**src/rtl/seqr_pkg.sv**
```systemverilog
package seqr_pkg;
  typedef enum logic [2:0] {
    ACT_NEXT = 3'd0,
    ACT_JUMP = 3'd1,
    ACT_CALL = 3'd2,
    ACT_RET  = 3'd3,
    ACT_SKIP = 3'd4,
    ACT_VJMP = 3'd5
  } act_e;

  typedef enum logic [2:0] {
    F_HI    = 3'd0,
    F_LO    = 3'd1,
    F_CAP   = 3'd2,
    F_OFFER = 3'd3,
    F_CMD   = 3'd4
  } fstate_e;
endpackage

```
**src/rtl/seqr_fetch.sv**
```systemverilog
module seqr_fetch
  import seqr_pkg::*;
#(
  parameter int ADDR_W = 12,
  parameter int PC_W   = 16,
  parameter int BYTE_W = 8
) (
  input  logic                clk,
  input  logic                rst_n,
  input  logic [PC_W-1:0]     pc,
  input  logic [BYTE_W-1:0]   mem_rdata,
  output logic [ADDR_W-1:0]   mem_addr,
  output logic                mem_rd,
  output logic [2*BYTE_W-1:0] op_data,
  output logic                op_valid,
  input  logic                op_ready,
  input  logic                cmd_valid,
  output logic                cmd_ready,
  output logic                advance,
  output logic                apply
);
  fstate_e st, st_n;
  logic [BYTE_W-1:0] hi_q, lo_q;
  logic [ADDR_W-1:0] base_addr;

  assign base_addr = pc[ADDR_W-1:0];

  always_comb begin
    st_n = st;
    case (st)
      F_HI:    st_n = F_LO;
      F_LO:    st_n = F_CAP;
      F_CAP:   st_n = F_OFFER;
      F_OFFER: if (op_ready) st_n = F_CMD;
      F_CMD:   if (cmd_valid) st_n = F_HI;
      default: st_n = F_HI;
    endcase
  end

  always_ff @(posedge clk) begin
    if (!rst_n) begin
      st   <= F_HI;
      hi_q <= '0;
      lo_q <= '0;
    end else begin
      st <= st_n;
      if (st == F_LO)  hi_q <= mem_rdata;
      if (st == F_CAP) lo_q <= mem_rdata;
    end
  end

  assign mem_rd    = (st == F_HI) || (st == F_LO);
  assign mem_addr  = (st == F_LO) ? base_addr + ADDR_W'(1) : base_addr;
  assign op_data   = {hi_q, lo_q};
  assign op_valid  = (st == F_OFFER);
  assign cmd_ready = (st == F_CMD);
  assign advance   = (st == F_CAP);
  assign apply     = cmd_ready && cmd_valid;
endmodule

```
**src/rtl/seqr_stack.sv**
```systemverilog
module seqr_stack #(
  parameter int DEPTH = 16,
  parameter int W     = 16,
  localparam int SP_W = $clog2(DEPTH)
) (
  input  logic            clk,
  input  logic            rst_n,
  input  logic            push,
  input  logic            pop,
  input  logic [W-1:0]    din,
  output logic [W-1:0]    top,
  output logic [SP_W-1:0] level,
  output logic            full,
  output logic            empty
);
  logic [SP_W-1:0] sp_q;
  logic [SP_W-1:0] wr_idx;
  logic [W-1:0]    slot_v [DEPTH];

  assign wr_idx = sp_q + SP_W'(1);

  for (genvar g = 0; g < DEPTH; g++) begin : g_slot
    logic [W-1:0] q;
    always_ff @(posedge clk) begin
      if (!rst_n)                          q <= '0;
      else if (push && wr_idx == SP_W'(g)) q <= din;
    end
    assign slot_v[g] = q;
  end

  always_ff @(posedge clk) begin
    if (!rst_n)    sp_q <= '0;
    else if (push) sp_q <= wr_idx;
    else if (pop)  sp_q <= sp_q - SP_W'(1);
  end

  assign top   = slot_v[sp_q];
  assign level = sp_q;
  assign full  = (sp_q == SP_W'(DEPTH - 1));
  assign empty = (sp_q == '0);
endmodule

```
**src/rtl/seqr_target.sv**
```systemverilog
module seqr_target
  import seqr_pkg::*;
#(
  parameter int ADDR_W = 12,
  parameter int PC_W   = 16,
  parameter int BYTE_W = 8
) (
  input  logic [PC_W-1:0]   pc,
  input  logic [2:0]        kind,
  input  logic [ADDR_W-1:0] target,
  input  logic [BYTE_W-1:0] base,
  input  logic              take,
  input  logic [PC_W-1:0]   stk_top,
  input  logic              stk_full,
  input  logic              stk_empty,
  output logic [PC_W-1:0]   pc_next,
  output logic              push,
  output logic              pop,
  output logic              fault_hit
);
  localparam logic [PC_W-1:0] STEP = PC_W'(2);
  logic [PC_W-1:0] tgt_w, base_w;

  assign tgt_w  = {{(PC_W-ADDR_W){1'b0}}, target};
  assign base_w = {{(PC_W-BYTE_W){1'b0}}, base};

  always_comb begin
    pc_next   = pc;
    push      = 1'b0;
    pop       = 1'b0;
    fault_hit = 1'b0;
    case (act_e'(kind))
      ACT_JUMP: pc_next = tgt_w;
      ACT_CALL: begin
        if (stk_full) fault_hit = 1'b1;
        else begin
          push    = 1'b1;
          pc_next = tgt_w;
        end
      end
      ACT_RET: begin
        if (stk_empty) fault_hit = 1'b1;
        else begin
          pop     = 1'b1;
          pc_next = stk_top;
        end
      end
      ACT_SKIP: if (take) pc_next = pc + STEP;
      ACT_VJMP: pc_next = tgt_w + base_w;
      default:  pc_next = pc;
    endcase
  end
endmodule

```
**src/rtl/pc_sequencer.sv**
```systemverilog
module pc_sequencer #(
  parameter int ADDR_W              = 12,
  parameter int PC_W                = 16,
  parameter int BYTE_W              = 8,
  parameter int DEPTH               = 16,
  parameter logic [PC_W-1:0] RST_PC = 16'h0200
) (
  input  logic                clk,
  input  logic                rst_n,
  output logic [ADDR_W-1:0]   mem_addr,
  output logic                mem_rd,
  input  logic [BYTE_W-1:0]   mem_rdata,
  output logic [2*BYTE_W-1:0] op_data,
  output logic                op_valid,
  input  logic                op_ready,
  input  logic                cmd_valid,
  output logic                cmd_ready,
  input  logic [2:0]          cmd_kind,
  input  logic [ADDR_W-1:0]   cmd_target,
  input  logic [BYTE_W-1:0]   cmd_base,
  input  logic                cmd_take,
  output logic [PC_W-1:0]     pc_o,
  output logic                fault_o
);
  localparam int SP_W = $clog2(DEPTH);

  logic [PC_W-1:0] pc_q, pc_next, stk_top;
  logic            advance, apply;
  logic            want_push, want_pop, fault_hit;
  logic            stk_full, stk_empty, fault_q;
  logic [SP_W-1:0] stk_level;

  seqr_fetch #(.ADDR_W(ADDR_W), .PC_W(PC_W), .BYTE_W(BYTE_W)) u_fetch (
    .clk(clk), .rst_n(rst_n), .pc(pc_q), .mem_rdata(mem_rdata),
    .mem_addr(mem_addr), .mem_rd(mem_rd), .op_data(op_data),
    .op_valid(op_valid), .op_ready(op_ready), .cmd_valid(cmd_valid),
    .cmd_ready(cmd_ready), .advance(advance), .apply(apply)
  );

  seqr_target #(.ADDR_W(ADDR_W), .PC_W(PC_W), .BYTE_W(BYTE_W)) u_target (
    .pc(pc_q), .kind(cmd_kind), .target(cmd_target), .base(cmd_base),
    .take(cmd_take), .stk_top(stk_top), .stk_full(stk_full),
    .stk_empty(stk_empty), .pc_next(pc_next), .push(want_push),
    .pop(want_pop), .fault_hit(fault_hit)
  );

  seqr_stack #(.DEPTH(DEPTH), .W(PC_W)) u_stack (
    .clk(clk), .rst_n(rst_n), .push(apply && want_push),
    .pop(apply && want_pop), .din(pc_q), .top(stk_top),
    .level(stk_level), .full(stk_full), .empty(stk_empty)
  );

  always_ff @(posedge clk) begin
    if (!rst_n) begin
      pc_q    <= RST_PC;
      fault_q <= 1'b0;
    end else begin
      if (advance)    pc_q <= pc_q + PC_W'(2);
      else if (apply) pc_q <= pc_next;
      if (apply && fault_hit) fault_q <= 1'b1;
    end
  end

  assign pc_o    = pc_q;
  assign fault_o = fault_q;
endmodule

```
**config.mk**
```make
export PLATFORM = sky130hd
export DESIGN_NAME = pc_sequencer
export DESIGN_NICKNAME = d
export VERILOG_FILES = /design/src/rtl/seqr_pkg.sv /design/src/rtl/seqr_fetch.sv /design/src/rtl/seqr_stack.sv /design/src/rtl/seqr_target.sv /design/src/rtl/pc_sequencer.sv
export SDC_FILE = /design/constraint.sdc
export NUM_CORES = 1
export LEC_CHECK = 0
export ABC_AREA = 0
export BUFFER_PORTS_ARGS = -buffer_cell sky130_fd_sc_hd__buf_2
export CAP_MARGIN = 20
export CORE_MARGIN = 5
export CORE_UTILIZATION = 35
export DETAILED_ROUTE_END_ITERATION = 10
export GPL_ROUTABILITY_DRIVEN = 1
export GPL_TIMING_DRIVEN = 0
export MAX_ROUTING_LAYER = met4
export PLACE_DENSITY = 0.61
export SLEW_MARGIN = 30
export SYNTH_ARGS = -nofsm -noshare
export SYNTH_HDL_FRONTEND = slang
export SYNTH_SLANG_ARGS = --single-unit
```
**constraint.sdc**
```tcl
create_clock -name clk -period 2.55 [get_ports clk]
set_clock_uncertainty 0.05 [all_clocks]
set_input_delay 0.1275 -clock clk [delete_from_list [all_inputs] [get_ports clk]]
set_output_delay 0.1275 -clock clk [all_outputs]
set_load 0.05 [all_outputs]
```
Yosys cells after proc, flatten, opt, wreduce, memory -nomap -nowiden
Cells that the tools add are included.
{"block": "totals", "romBits": 0, "ramBits": 0, "output_inout_bits": 48, "wordCells": 110, "latch_bits": 0, "memories": 0, "input_bits": 36, "reg_bits": 296}
{"block": "op_classes", "n_mux": 22, "order_cmp": 1, "mul": 0, "div_mod_pow": 0, "n_eq_ne": 30, "reduce_logical": 29, "bitwise": 1, "n_shift": 0, "addsub": 5}
{"operator": "two-way mux 16 bit", "count": 7}
{"operator": "case mux 16 bit (5 select lines)", "count": 1}
{"operator": "binary-select mux 16 bit (select 4 bit)", "count": 1}
{"operator": "== test 4 bit, second input constant", "count": 9}
{"operator": "logical AND 1 bit", "count": 20}
{"operator": "adder 16 x 2 -> 16 bit, second input constant", "count": 1}
{"operator": "== test 4 x 3 -> 1 bit, second input constant", "count": 4}
{"operator": "case mux 3 bit (5 select lines)", "count": 1}
{"operator": "adder 12 x 8 -> 13 bit", "count": 1}
{"operator": "adder 12 x 1 -> 12 bit, second input constant", "count": 1}
{"operator": "== test 3 x 2 -> 1 bit, second input constant", "count": 4}
{"operator": "two-way mux 12 bit", "count": 1}
{"operator": "== test 3 bit, second input constant", "count": 3}
{"operator": "inequality test 3 bit, second input constant", "count": 3}
{"operator": "== test 4 x 2 -> 1 bit, second input constant", "count": 2}
{"operator": "zero test 4 bit", "count": 2}
{"operator": "two-way mux 4 bit", "count": 2}
{"operator": "== test 3 x 1 -> 1 bit, second input constant", "count": 2}
{"operator": "two-way mux 1 bit", "count": 6}
{"operator": "two-way mux 3 bit", "count": 2}
{"operator": "nonzero test 6 bit", "count": 1}
{"operator": "greater-or-equal comparator 5 bit, second input constant", "count": 1}
{"operator": "inverter 4 -> 5 bit", "count": 1}
{"operator": "AND reduction 5 bit", "count": 1}
{"operator": "10 further kinds", "count": 11}

Depth between registers and ports, before layout
Gate-level depths: netlist of run 1.
{"block": "logic_depth", "depth_word": 8, "mapped_depth": 12, "ltp_nobuf": 9}

By module
A second synthesis of run 1 with hierarchy kept.
{"block": "hier_totals", "cells_unflattened": 1472, "area_unflattened_um2": 14829.2}
{"mod": "seqr_stack", "area_each_um2": 11593.6, "cells_each": 1053, "seq_area_each_um2": 5205.0, "instances": 1}
{"mod": "seqr_target", "area_each_um2": 1380.1, "cells_each": 195, "seq_area_each_um2": 0.0, "instances": 1}
{"mod": "seqr_fetch", "area_each_um2": 974.7, "cells_each": 113, "seq_area_each_um2": 380.4, "instances": 1}
{"mod": "pc_sequencer", "area_each_um2": 880.8, "cells_each": 111, "seq_area_each_um2": 340.3, "instances": 1}

Least setup slack after synthesis of run 1
No wires, ideal clock.
{"block": "synth_path", "path_type": "flip-flop to output port", "startpoint": "register u_fetch.st[2]", "endpoint": "output mem_addr[8]", "t_arrival_ns": 2.854, "path_stages_with_launch": 8, "setup_slack_ns": -0.481, "cell_sequence": "dfxtp_1 > nor2_1 > and2_1 > clkbuf_1 > nand4_1 > or2_2 > nor2_1 > xor2_1"}
{"block": "synth_between", "elab_chain_len": 2}
{"item": "from (decl)", "line_no": "seqr_fetch.sv:22", "rtl": "fstate_e st, st_n;"}
{"item": "from (signal assigned)", "line_no": "seqr_fetch.sv:46", "rtl": "st <= st_n;"}
{"item": "== test 3 x 1 -> 1 bit", "line_no": "seqr_fetch.sv:53", "rtl": "assign mem_addr = (st == F_LO) ? base_addr + ADDR_W'(1) : base_addr;"}
{"item": "two-way mux 12 bit", "line_no": "seqr_fetch.sv:53"}
{"item": "to (decl)", "line_no": "pc_sequencer.sv:10", "rtl": "output logic [ADDR_W-1:0] mem_addr,"}
No other way between the ends.

Worst setup path in the final report of run 1
{"block": "layout_path", "startpoint": "register pc_q[4], in the netlist pc_o[4]", "endpoint": "output mem_addr[4]"}
{"block": "layout_between", "elab_chain_len": 2}
{"item": "from (decl)", "line_no": "pc_sequencer.sv:27", "rtl": "logic [PC_W-1:0] pc_q, pc_next, stk_top;"}
{"item": "from (signal assigned)", "line_no": "pc_sequencer.sv:58", "rtl": "if (advance) pc_q <= pc_q + PC_W'(2);"}
{"item": "from (signal assigned)", "line_no": "pc_sequencer.sv:59", "rtl": "else if (apply) pc_q <= pc_next;"}
{"item": "adder 12 x 1 -> 12 bit", "line_no": "seqr_fetch.sv:53"}
{"item": "two-way mux 12 bit (*)", "line_no": "seqr_fetch.sv:53"}
Every way passes the cells marked *; elsewhere a longest branch is shown, timed or not.

==> results.sh, run 1 <==
export IMPL_outcome="complete, no violations"
export IMPL_synth_cell_area_mm2=0.0147
export IMPL_yosys_area_top_type_share=0.403
export IMPL_core_mm2=0.0418
export IMPL_clk_pin_slew_worst_paths_ns=0.06
export IMPL_synthMostInstantiatedCell="dfxtp_1"
export IMPL_pin_count=84
export IMPL_clock_fmax_ghz=0.398
export IMPL_ys_ff_latch=296
export IMPL_min_from="cmd_target[2]"
export IMPL_r2r_slack_ns=0.04
export IMPL_startpoint_type="flop"
export IMPL_cp_end_kind="output pin"
export IMPL_dp_hpwl_um=37200
export IMPL_antenna_found_initial=3
export IMPL_grt_max_degree=14
export IMPL_place_area_mm2=0.0158
export IMPL_post_route_drc_count=0
export IMPL_yosysTopAreaCell="dfxtp_1"
export IMPL_layout_cells_non_filler=2312
export IMPL_async_flop_share=0
export IMPL_whs_endpoint="pc_o[2]"
export IMPL_ys_seq_area_frac=0.403
export IMPL_rows=75
export IMPL_synth_edf_count=0
export IMPL_syn_inst=1585
export IMPL_grt_use_total=0.224
export IMPL_worstSetupPathType="reg2out"
export IMPL_crit_chain="clkbuf_4 -> clkbuf_1 -> xnor2_1 -> buf_2"
export IMPL_fin_crit_sh=0.987
export IMPL_cts_htree_levels=2
export IMPL_clock_path_buffers=3
export IMPL_whs_path_depth=5
export IMPL_setup_violations_final=0
export IMPL_path_delay_family="buffers and inverters"
export IMPL_worstReg2RegEnd="pc_o[14]"
export IMPL_netlist_top_cells_count="dfxtp_1, nand2_1, nor2_1"
export IMPL_cts_tree="done"
export IMPL_finalInstanceArea_mm2=0.0179
export IMPL_power_leakage_nw=6.08
export IMPL_area_delta_synth_final_pct=21.9
export IMPL_nFillCells=3990
export IMPL_cp_depth=4
export IMPL_fp_dieH_um=215
export IMPL_die_w_um=215
export IMPL_cap_violations=0
export IMPL_yosysWarnings=0
export IMPL_vias=13059
export IMPL_max_stage_delay_ns=0.59
export IMPL_fin_nets=1801
export IMPL_wl_per_cell_um=22.8
export IMPL_drt_vias_per_instance=5.65
export IMPL_clk_latency_ns=0.51
export IMPL_port_buffer_count=81
export IMPL_timing_slew_headroom=0.393
export IMPL_crit_fanout=10
export IMPL_power_density_mw_per_mm2=606
export IMPL_p_total_mw=10.9
export IMPL_cp_required_ns=2.37
export IMPL_utilization=0.429
export IMPL_irDropWorstVdd_uv=344
export IMPL_initial_utilization=0.352
export IMPL_reg2reg_from="u_stack.level[0]"
export IMPL_synth_area_leaders="dfxtp_1, mux4_2, mux2i_1"
export IMPL_die_area_mm2=0.0462
export IMPL_slowest_stage="clkbuf_1"
export IMPL_synthDistinctLibCells=72
export IMPL_synthFlopType="dfxtp_1"
export IMPL_postRouteAntennaNets=0
export IMPL_firstDrtPassIters=6
export IMPL_grt_pass1_wl_um=78900
export IMPL_drive_above_1_share=0.228
export IMPL_crit_buf_inv=3
export IMPL_critPathArrivalTime_ns=2.34
export IMPL_cts_buffers=34
export IMPL_clock_sinks=296
export IMPL_reg2reg_depth=10
export IMPL_gp_congestion=0.939
export IMPL_hp_class="in2reg"
export IMPL_root_buffer="clkbuf_16"
export IMPL_place_inst=2205
export IMPL_overflow=0
export IMPL_avgSynthCellArea_um2=9.27
export IMPL_finalMaxSlewViolations=0
export IMPL_finalHoldViolCount=0
export IMPL_syn_nets=1638
export IMPL_wl_um=52700
export IMPL_tightest_slew_ns=0.910
export IMPL_grt_pass1_vias=12968
export IMPL_period_needed_ns=2.52
export IMPL_first_iter_violations=1217
export IMPL_hold_slack_ns=0.0221
[cell families after synthesis]
logic type	synth area share
adders and majority gates	0.0150
xor gates and xnor gates	0.0155
buffers and inverters	0.0695
muxes	0.205
DFF	0.403
and+or+nand+nor	0.142
AOI/OAI and AO/OA	0.150
[tightest hold or removal path: cells and delay by family]
family,cells,cell delay [ns]
simple gates,1,0.06
compound gates,3,0.24
buf+inv,1,0.12
[routing by layer]
layer / share of wire / track usage / vias up
met5: 0 / - / -
met1: 0.42 / 0.287 / 6447
met4: 0.030 / 0.0691 / 0
met2: 0.47 / 0.367 / 597
li1: - / - / 5910
met3: 0.078 / 0.0341 / 105
[sequential cells by signal, summed over array words and instances (netlist names)]
| register | count |
|---|---|
| u_stack.g_slot.q | 256 |
| pc_o | 16 |
| u_fetch.hi_q | 8 |
| u_fetch.lo_q | 8 |
| u_stack.level | 4 |
| u_fetch.st | 3 |
| fault_o | 1 |
[stage by stage]
stage	TNS (ns)	setup slack, ns
6_report	0	0.0343
5_1_grt	-0.0310	-0.0310
4_1_cts	0	0.000825
3_5_place_dp	-48.84	-0.911
3_3_place_gp	-41.47	-0.860
2_1_floorplan	-0.0228	-0.0228
[placed cells by master (no fill, tap or decap), types with 5 or more instances in the layout]
cell type      instances
dlygate4sd3_1         18
mux4_2                68
buf_4                 48
nor3_1                 6
buf_6                 21
mux2i_1              138
nand2b_1               5
nand3_1               16
clkbuf_1              59
clkbuf_4              15
ha_1                  12
nor2_4                 7
bufinv_16              6
nand2_1              201
nor2b_2                8
inv_1                 10
o21bai_1               5
a31oi_1               10
nor2_1               166
clkbuf_2              12
a211oi_1               6
o211ai_1               7
xnor2_1               19
o22ai_1                6
buf_2                 93
o21ai_0              152
dfxtp_1              292
clkbuf_16             38
buf_12                15
a21oi_1              168
o21a_1                 5
nor2b_1                6
nor3b_1                5
[worst max path at each step]
stage / start / to
after CTS: pc_o[2] / mem_addr[11]
after floorplan: u_fetch.st[1] / mem_addr[8]
after global placement: u_stack.level[0] / pc_o[9]
after global routing: u_stack.level[2] / pc_o[0]
final: pc_o[4] / mem_addr[4]
after detailed placement: u_stack.level[0] / pc_o[9]
[cell type report]
class	instances	area, µm²	area share
tap	539	674	0.0376
inverter	14	58.8	0.00328
multi-input combinational	1123	8020	0.447
antenna	1	2.50	0.000140
clock inverter	11	211	0.0118
sequential	296	5930	0.331
buffer	151	1150	0.0643
clock buffer	49	1000	0.0559
timing repair buffer	128	867	0.0484
[report_power, final]
part	total, mW	leakage [nW]	internal (mW)	switching [mW]
clock network	5.33	0.589	3.34	1.99
logic	0.846	3.10	0.248	0.598
registers	4.68	2.39	4.65	0.0305
[timing repair]
item                                    4_1_cts  5_1_grt
cloned                                        1        2
endpoints found under the hold margin        27        0
hold buffers                                 18        0
setup buffers                                20        8
resized for setup                            76       43
pin swaps                                     8        9
endpoints found under the setup margin      249      162
Note: power is estimated with default switching activity, not from simulation.
==> inputs of run 2 (changes only) <==
Clock period 2.55 ns to 2.2 ns, I/O delays scaled along.
==> run 2 against run 1 <==
Against the previous run:
- the flow now finishes with violations (negative setup slack)
- sequential share of layout area decreased by 3.8 points
- cell area increased by 13%
- non-clock buffer count increased by 101
- final cell count increased by 4.4%
- sequential cell count unchanged
- setup slack got worse by 0.29 ns
- clock power increased by 14%
- hold slack improved by 0.033 ns
- highest routed layer unchanged
- critical endpoint is now pc_o[6]
- global-route usage increased by 1.3 points
==> results.sh, run 2 (synthesis results as in run 1) <==
export IMPL_reg2reg_from="u_stack.level[0]"
export IMPL_swShare=0.253
export IMPL_timing_slew_headroom=0.299
export IMPL_postRouteAntennaNets=0
export IMPL_root_buffer="clkbuf_16"
export IMPL_hold_slack_ns=0.0546
export IMPL_layout_setup_ws_ns=-0.256
export IMPL_worstReg2RegEnd="pc_o[6]"
export IMPL_largest_reg_flops=256
export IMPL_nFillCells=3701
export IMPL_wl_per_cell_um=24.1
export IMPL_cp_end_kind="flop"
export IMPL_combPwrFrac=0.086
export IMPL_crit_chain="buf_12 -> buf_6 -> buf_12 -> mux4_2 -> mux4_2 -> and3_4 -> a31oi_1 -> a31oi_1"
export IMPL_whs_endpoint="pc_o[0]"
export IMPL_drive_above_1_share=0.366
export IMPL_tightest_slew_ns=1.05
export IMPL_violations="negative setup slack"
export IMPL_vias=13859
export IMPL_internal_power_mw=9.39
export IMPL_first_iter_violations=1581
export IMPL_irDropWorstVdd_uv=455
export IMPL_wl_um=58200
export IMPL_utilization=0.486
export IMPL_core_mm2=0.0418
export IMPL_p_sw_mw=3.17
export IMPL_reg2reg_depth=8
export IMPL_clockPowerShare=0.482
export IMPL_worstSetupPathType="reg2reg"
export IMPL_port_buffer_count=81
export IMPL_cp_required_ns=2.55
export IMPL_gp_congestion=0.928
export IMPL_drt_vias_per_instance=5.74
export IMPL_outcome="finished with violations"
export IMPL_fp_dieH_um=215
export IMPL_grt_pass1_vias=13514
export IMPL_cap_violations=0
export IMPL_power_leakage_nw=7.13
export IMPL_hp_class="in2reg"
export IMPL_slowest_stage="mux4_2"
export IMPL_cts_htree_levels=2
export IMPL_firstDrtPassIters=5
export IMPL_antenna_found_initial=0
export IMPL_pwr_share_seq=0.432
export IMPL_overflow=0
export IMPL_rows=75
export IMPL_power_density_mw_per_mm2=619
export IMPL_post_route_drc_count=0
export IMPL_tns_ns=-13.62
export IMPL_cts_buffers=35
export IMPL_clk_latency_ns=0.53
export IMPL_clock_path_buffers=3
export IMPL_grt_use_total=0.237
export IMPL_clock_fmax_ghz=0.407
export IMPL_pin_count=84
export IMPL_clock_sinks=296
export IMPL_crit_fanout=6
export IMPL_finalMaxSlewViolations=0
export IMPL_min_from="cmd_target[0]"
export IMPL_die_area_mm2=0.0462
export IMPL_cts_tree="done"
export IMPL_clk_pin_slew_worst_paths_ns=0.06
export IMPL_grt_pass1_wl_um=83300
export IMPL_fin_crit_sh=1.12
export IMPL_r2r_slack_ns=-0.26
export IMPL_fin_nets=1902
export IMPL_startpoint_type="flop"
export IMPL_period_needed_ns=2.46
export IMPL_rsz0062_at_grt="yes"
export IMPL_die_w_um=215
export IMPL_most_common_layout_cells="dfxtp_1, nand2_1, nor2_1"
export IMPL_initial_utilization=0.352
export IMPL_dp_hpwl_um=37100
export IMPL_finalHoldViolCount=0
export IMPL_grt_max_degree=14
export IMPL_n_antenna_cell=0
export IMPL_area_delta_synth_final_pct=38.1
export IMPL_critPathArrivalTime_ns=2.80
export IMPL_max_stage_delay_ns=0.58
export IMPL_setup_violations_final=223
export IMPL_mostFrequentLayoutCell="dfxtp_1"
export IMPL_whs_path_depth=4
export IMPL_largest_register="u_stack.g_slot.q"
## run 2: cell count changes in the layout (fill, tap and decap cells not counted), sizes merged
cell	before	now
diode	1	0
buf	182	287
clkinv	4	9
dlygate4sd3	18	21
clkinvlp	2	1
nand2	207	206
bufinv	6	3
clkbuf	128	123
## run 2: how the worst max path moves through the flow
stage	from	to	depth (start not counted)
floorplan	u_stack.level[0]	pc_o[14]	10
global placement	u_stack.level[0]	u_stack.level[2]	10
detailed placement	u_stack.level[1]	pc_o[4]	10
CTS	u_stack.level[0]	pc_o[8]	7
global route	u_stack.level[0]	pc_o[5]	11
finish	u_stack.level[0]	pc_o[6]	8
## run 2: power groups by stage
stage          combinational, mW  sequential (mW)  clock, mW
6_report                    1.08             5.42       6.06
3_5_place_dp               0.916             5.55          0
2_1_floorplan              0.500             5.64          0
4_1_cts                     1.01             5.42       6.10
5_1_grt                     1.13             5.43       6.36
3_3_place_gp               0.909             5.55          0
## run 2: per-layer routing
| layer | part of all wire | GRT usage | routed length [µm] |
|---|---|---|---|
| met5 | 0 | - | 0 |
| met4 | 0.052 | 0.104 | 3040 |
| met3 | 0.080 | 0.0408 | 4670 |
| met2 | 0.47 | 0.379 | 27300 |
| met1 | 0.40 | 0.297 | 23200 |
## run 2: repair_timing
item,CTS,global route
setup buffers,87,38
setup endpoints to repair,296,278
endpoints found under the hold margin,29,0
hold buffers,21,0
gates cloned,9,10
resized for setup,212,306
pin swaps,31,71
## run 2: cell type report
cell class	instances	area [µm²]	share of cell area
clock buffer	51	1050	0.0516
buffer	144	1220	0.0599
timing repair buffer	236	2250	0.111
inverter	14	70.1	0.00345
clock inverter	12	153	0.00752
sequential	296	5960	0.294
tap	539	674	0.0332
multi-input combinational	1122	8920	0.440
## run 2: metrics by stage
| step | area [µm²] | power (mW) | worst slack [ns] | std cells |
|---|---|---|---|---|
| after floorplan | 14900 | 6.14 | -0.0833 | 1585 |
| after global routing | 20300 | 12.9 | -0.259 | 2414 |
| after detailed placement | 16000 | 6.46 | -0.833 | 2205 |
| final | 20300 | 12.6 | -0.256 | 2414 |
| after CTS | 19300 | 12.5 | -0.208 | 2378 |
| after global placement | 16000 | 6.46 | -0.805 | 2205 |
## run 2: worst max-delay path: cells and delay by family (launching register included)
family	cells	cell delay, ns
compound gates	2	0.23
buf+inv	3	0.36
flops	1	0.36
mux	2	1.11
simple gates	1	0.21
==> inputs of run 3 (changes only) <==
Settings changed: CTS_CLUSTER_SIZE set to 12, SYNTH_HIERARCHICAL set to 1.
==> run 3 against run 2 <==
Against the previous run:
- power is 9.6% lower
- largest cell class unchanged
- register-to-register slack worse by 0.41 ns
- the flow still finishes with violations (negative setup slack)
- global-route usage is 3.3 points lower
- largest power group is now registers
- critical path type unchanged
- maximum frequency is 14% lower
==> results.sh, run 3 <==
export IMPL_outcome="finished with violations"
export IMPL_violations="negative setup slack"
export IMPL_postRouteAntennaNets=0
export IMPL_finalMaxSlewViolations=0
export IMPL_grt_max_degree=20
export IMPL_gp_congestion=0.905
export IMPL_crit_fanout=6
export IMPL_swShare=0.242
export IMPL_power_leakage_nw=7.41
export IMPL_synth_top_family_by_area="multiplexers"
export IMPL_die_w_um=216
export IMPL_most_common_layout_cells="nand2_1, dfxtp_1, mux2i_1"
export IMPL_synth_cell_area_mm2=0.0148
export IMPL_crit_chain="buf_8 -> buf_12 -> buf_16 -> mux4_2 -> o22ai_4 -> nor2_4 -> a31oi_4 -> o211ai_1 -> a222oi_1 -> o31ai_2 -> o22ai_1 -> o21ai_1"
export IMPL_setup_violations_final=284
export IMPL_tns_ns=-54.16
export IMPL_whs_path_depth=5
export IMPL_regArea_mm2=0.00598
export IMPL_drt_vias_per_instance=5.55
export IMPL_layout_setup_ws_ns=-0.669
export IMPL_multi_input_area_mm2=0.00904
export IMPL_dp_hpwl_um=31600
export IMPL_slowest_stage="mux4_2"
export IMPL_synth_edf_count=0
export IMPL_startpoint_type="flop"
export IMPL_synthDistinctLibCells=77
export IMPL_fin_crit_sh=1.30
export IMPL_wl_per_cell_um=21.4
export IMPL_ys_seq_area_frac=0.400
export IMPL_r2r_slack_ns=-0.67
export IMPL_core_mm2=0.0419
export IMPL_antenna_found_initial=0
export IMPL_path_delay_family="compound AO/OA/AOI/OAI gates"
export IMPL_n_antenna_cell=0
export IMPL_port_buffer_count=81
export IMPL_cts_tree="done"
export IMPL_reg2reg_from="u_stack/level[0]"
export IMPL_synth_xor_area_share=0.0142
export IMPL_hp_class="in2reg"
export IMPL_place_ws_ns=-1.39
export IMPL_combPwrFrac=0.073
export IMPL_whs_endpoint="pc_o[12]"
export IMPL_synthFlopType="dfxtp_1"
export IMPL_synthMostInstantiatedCell="nand2_1"
export IMPL_clock_path_buffers=3
export IMPL_pin_count=84
export IMPL_cp_required_ns=2.60
export IMPL_async_flop_share=0
export IMPL_critPathLaunch="u_stack/level[0]"
export IMPL_worstReg2RegEnd="pc_o[9]"
export IMPL_post_route_drc_count=0
export IMPL_overflow=0
export IMPL_synth_compound_area_frac=0.0818
export IMPL_yosys_area_top_type_share=0.400
export IMPL_place_area_mm2=0.0161
export IMPL_vias=12730
export IMPL_syn_nets=1526
export IMPL_irDropWorstVdd_uv=625
export IMPL_clock_fmax_ghz=0.349
export IMPL_reg2reg_depth=12
export IMPL_mostFrequentLayoutCell="nand2_1"
export IMPL_internal_power_mw=8.61
export IMPL_nFillCells=3703
export IMPL_grt_pass1_wl_um=73700
export IMPL_crit_buf_inv=3
export IMPL_synth_mux_area_fraction=0.277
export IMPL_initial_utilization=0.354
export IMPL_root_buffer="clkbuf_16"
export IMPL_yosysWarnings=6
export IMPL_min_from="cmd_target[11]"
export IMPL_worstSetupPathType="reg2reg"
export IMPL_netlist_top_cells_count="nand2_1, dfxtp_1, mux2i_1"
export IMPL_max_stage_delay_ns=0.56
export IMPL_drive_above_1_share=0.306
export IMPL_power_density_mw_per_mm2=573
export IMPL_yosys_area_share_simple=0.169
export IMPL_wl_um=49100
export IMPL_first_iter_violations=1093
export IMPL_avgSynthCellArea_um2=10.1
export IMPL_die_area_mm2=0.0466
export IMPL_yosysTopAreaCell="dfxtp_1"
export IMPL_largest_reg_flops=256
export IMPL_synth_area_leaders="dfxtp_1, mux2i_1, mux4_2"
export IMPL_clockPowerShare=0.449
export IMPL_timing_slew_headroom=0.511
export IMPL_cts_buffers=31
export IMPL_rsz0062_at_grt="yes"
export IMPL_clk_latency_ns=0.57
export IMPL_largest_register="u_stack/g_slot.q"
export IMPL_grt_use_total=0.204
export IMPL_p_total_mw=11.4
export IMPL_pwr_share_seq=0.477
export IMPL_p_sw_mw=2.75
export IMPL_critPathArrivalTime_ns=3.27
export IMPL_grt_pass1_vias=12546
export IMPL_area_delta_synth_final_pct=33.6
export IMPL_finalInstanceArea_mm2=0.0198
export IMPL_tightest_slew_ns=0.733
export IMPL_hold_slack_ns=0.0309
export IMPL_clock_sinks=296
export IMPL_rows=75
export IMPL_finalHoldViolCount=0
export IMPL_clk_pin_slew_worst_paths_ns=0.06
export IMPL_syn_inst=1472
export IMPL_firstDrtPassIters=6
export IMPL_fp_dieH_um=216
export IMPL_cap_violations=0
export IMPL_synth_adder_area_share=0.0157
export IMPL_period_needed_ns=2.87
export IMPL_cp_end_kind="flop"
export IMPL_fin_nets=1789
export IMPL_cts_htree_levels=1
export IMPL_ys_ff_latch=296
-- run 3: how the worst max path moves through the flow --
stage                             to  slack [ns]  depth (start not counted)
floorplan           u_stack/level[3]       -0.50                         15
global placement             pc_o[9]       -1.39                         11
detailed placement           pc_o[9]       -1.39                         11
CTS                         pc_o[11]       -0.62                         12
global route                 pc_o[9]       -0.75                         12
finish                       pc_o[9]       -0.67                         12
-- run 3: repair_timing --
action                     CTS  global route
setup endpoints to repair  289           295
pin swaps                   45            56
gates cloned                13             2
setup buffers               59            64
hold endpoints to repair    29             0
hold buffers                20             0
gates resized for setup    187           172
-- run 3: final cells by class --
cell class / count / area share
Buffer: 103 / 0.0431
Clock buffer: 47 / 0.0462
Clock inverter: 5 / 0.00290
Inverter: 17 / 0.00391
Multi-Input combinational cell: 1053 / 0.456
Sequential cell: 296 / 0.302
Tap cell: 539 / 0.0340
Timing Repair Buffer: 233 / 0.112
-- run 3: cells by family (layout without fill, tap and decap cells) --
logic type	after synthesis	after routing
compound gates	169	169
xor+xnor	24	24
fa+ha+maj	18	18
buf+inv	123	405
flops	296	296
mux	331	331
simple gates	511	511
-- run 3: tightest hold or removal path, cell delays in order --
cell and delay (ns):
buf_2 0.12, nand4_1 0.13, nand3_1 0.11, nand2_1 0.07, a31oi_1 0.06
-- run 3: metal layers --
| layer | track usage | vias to the layer above | wire length (µm) |
|---|---|---|---|
| li1 | - | 5827 | - |
| met4 | 0.0653 | 0 | 1630 |
| met2 | 0.336 | 453 | 23900 |
| met5 | - | - | 0 |
| met1 | 0.262 | 6343 | 20600 |
| met3 | 0.0265 | 107 | 2920 |
-- run 3: power groups by stage --
stage / combinational, mW / clock, mW / sequential (mW)
after floorplan: 0.395 / 0 / 5.62
after global placement: 0.697 / 0 / 5.55
after detailed placement: 0.702 / 0 / 5.55
after CTS: 0.758 / 5.18 / 5.43
after global routing: 0.883 / 5.41 / 5.42
final: 0.834 / 5.10 / 5.42
-- run 3: stage by stage --
step	instances	util
finish	2293	0.472
global route	2293	0.472
CTS	2235	0.447
detailed placement	2092	0.384
global placement	2092	0.384
floorplan	1472	-
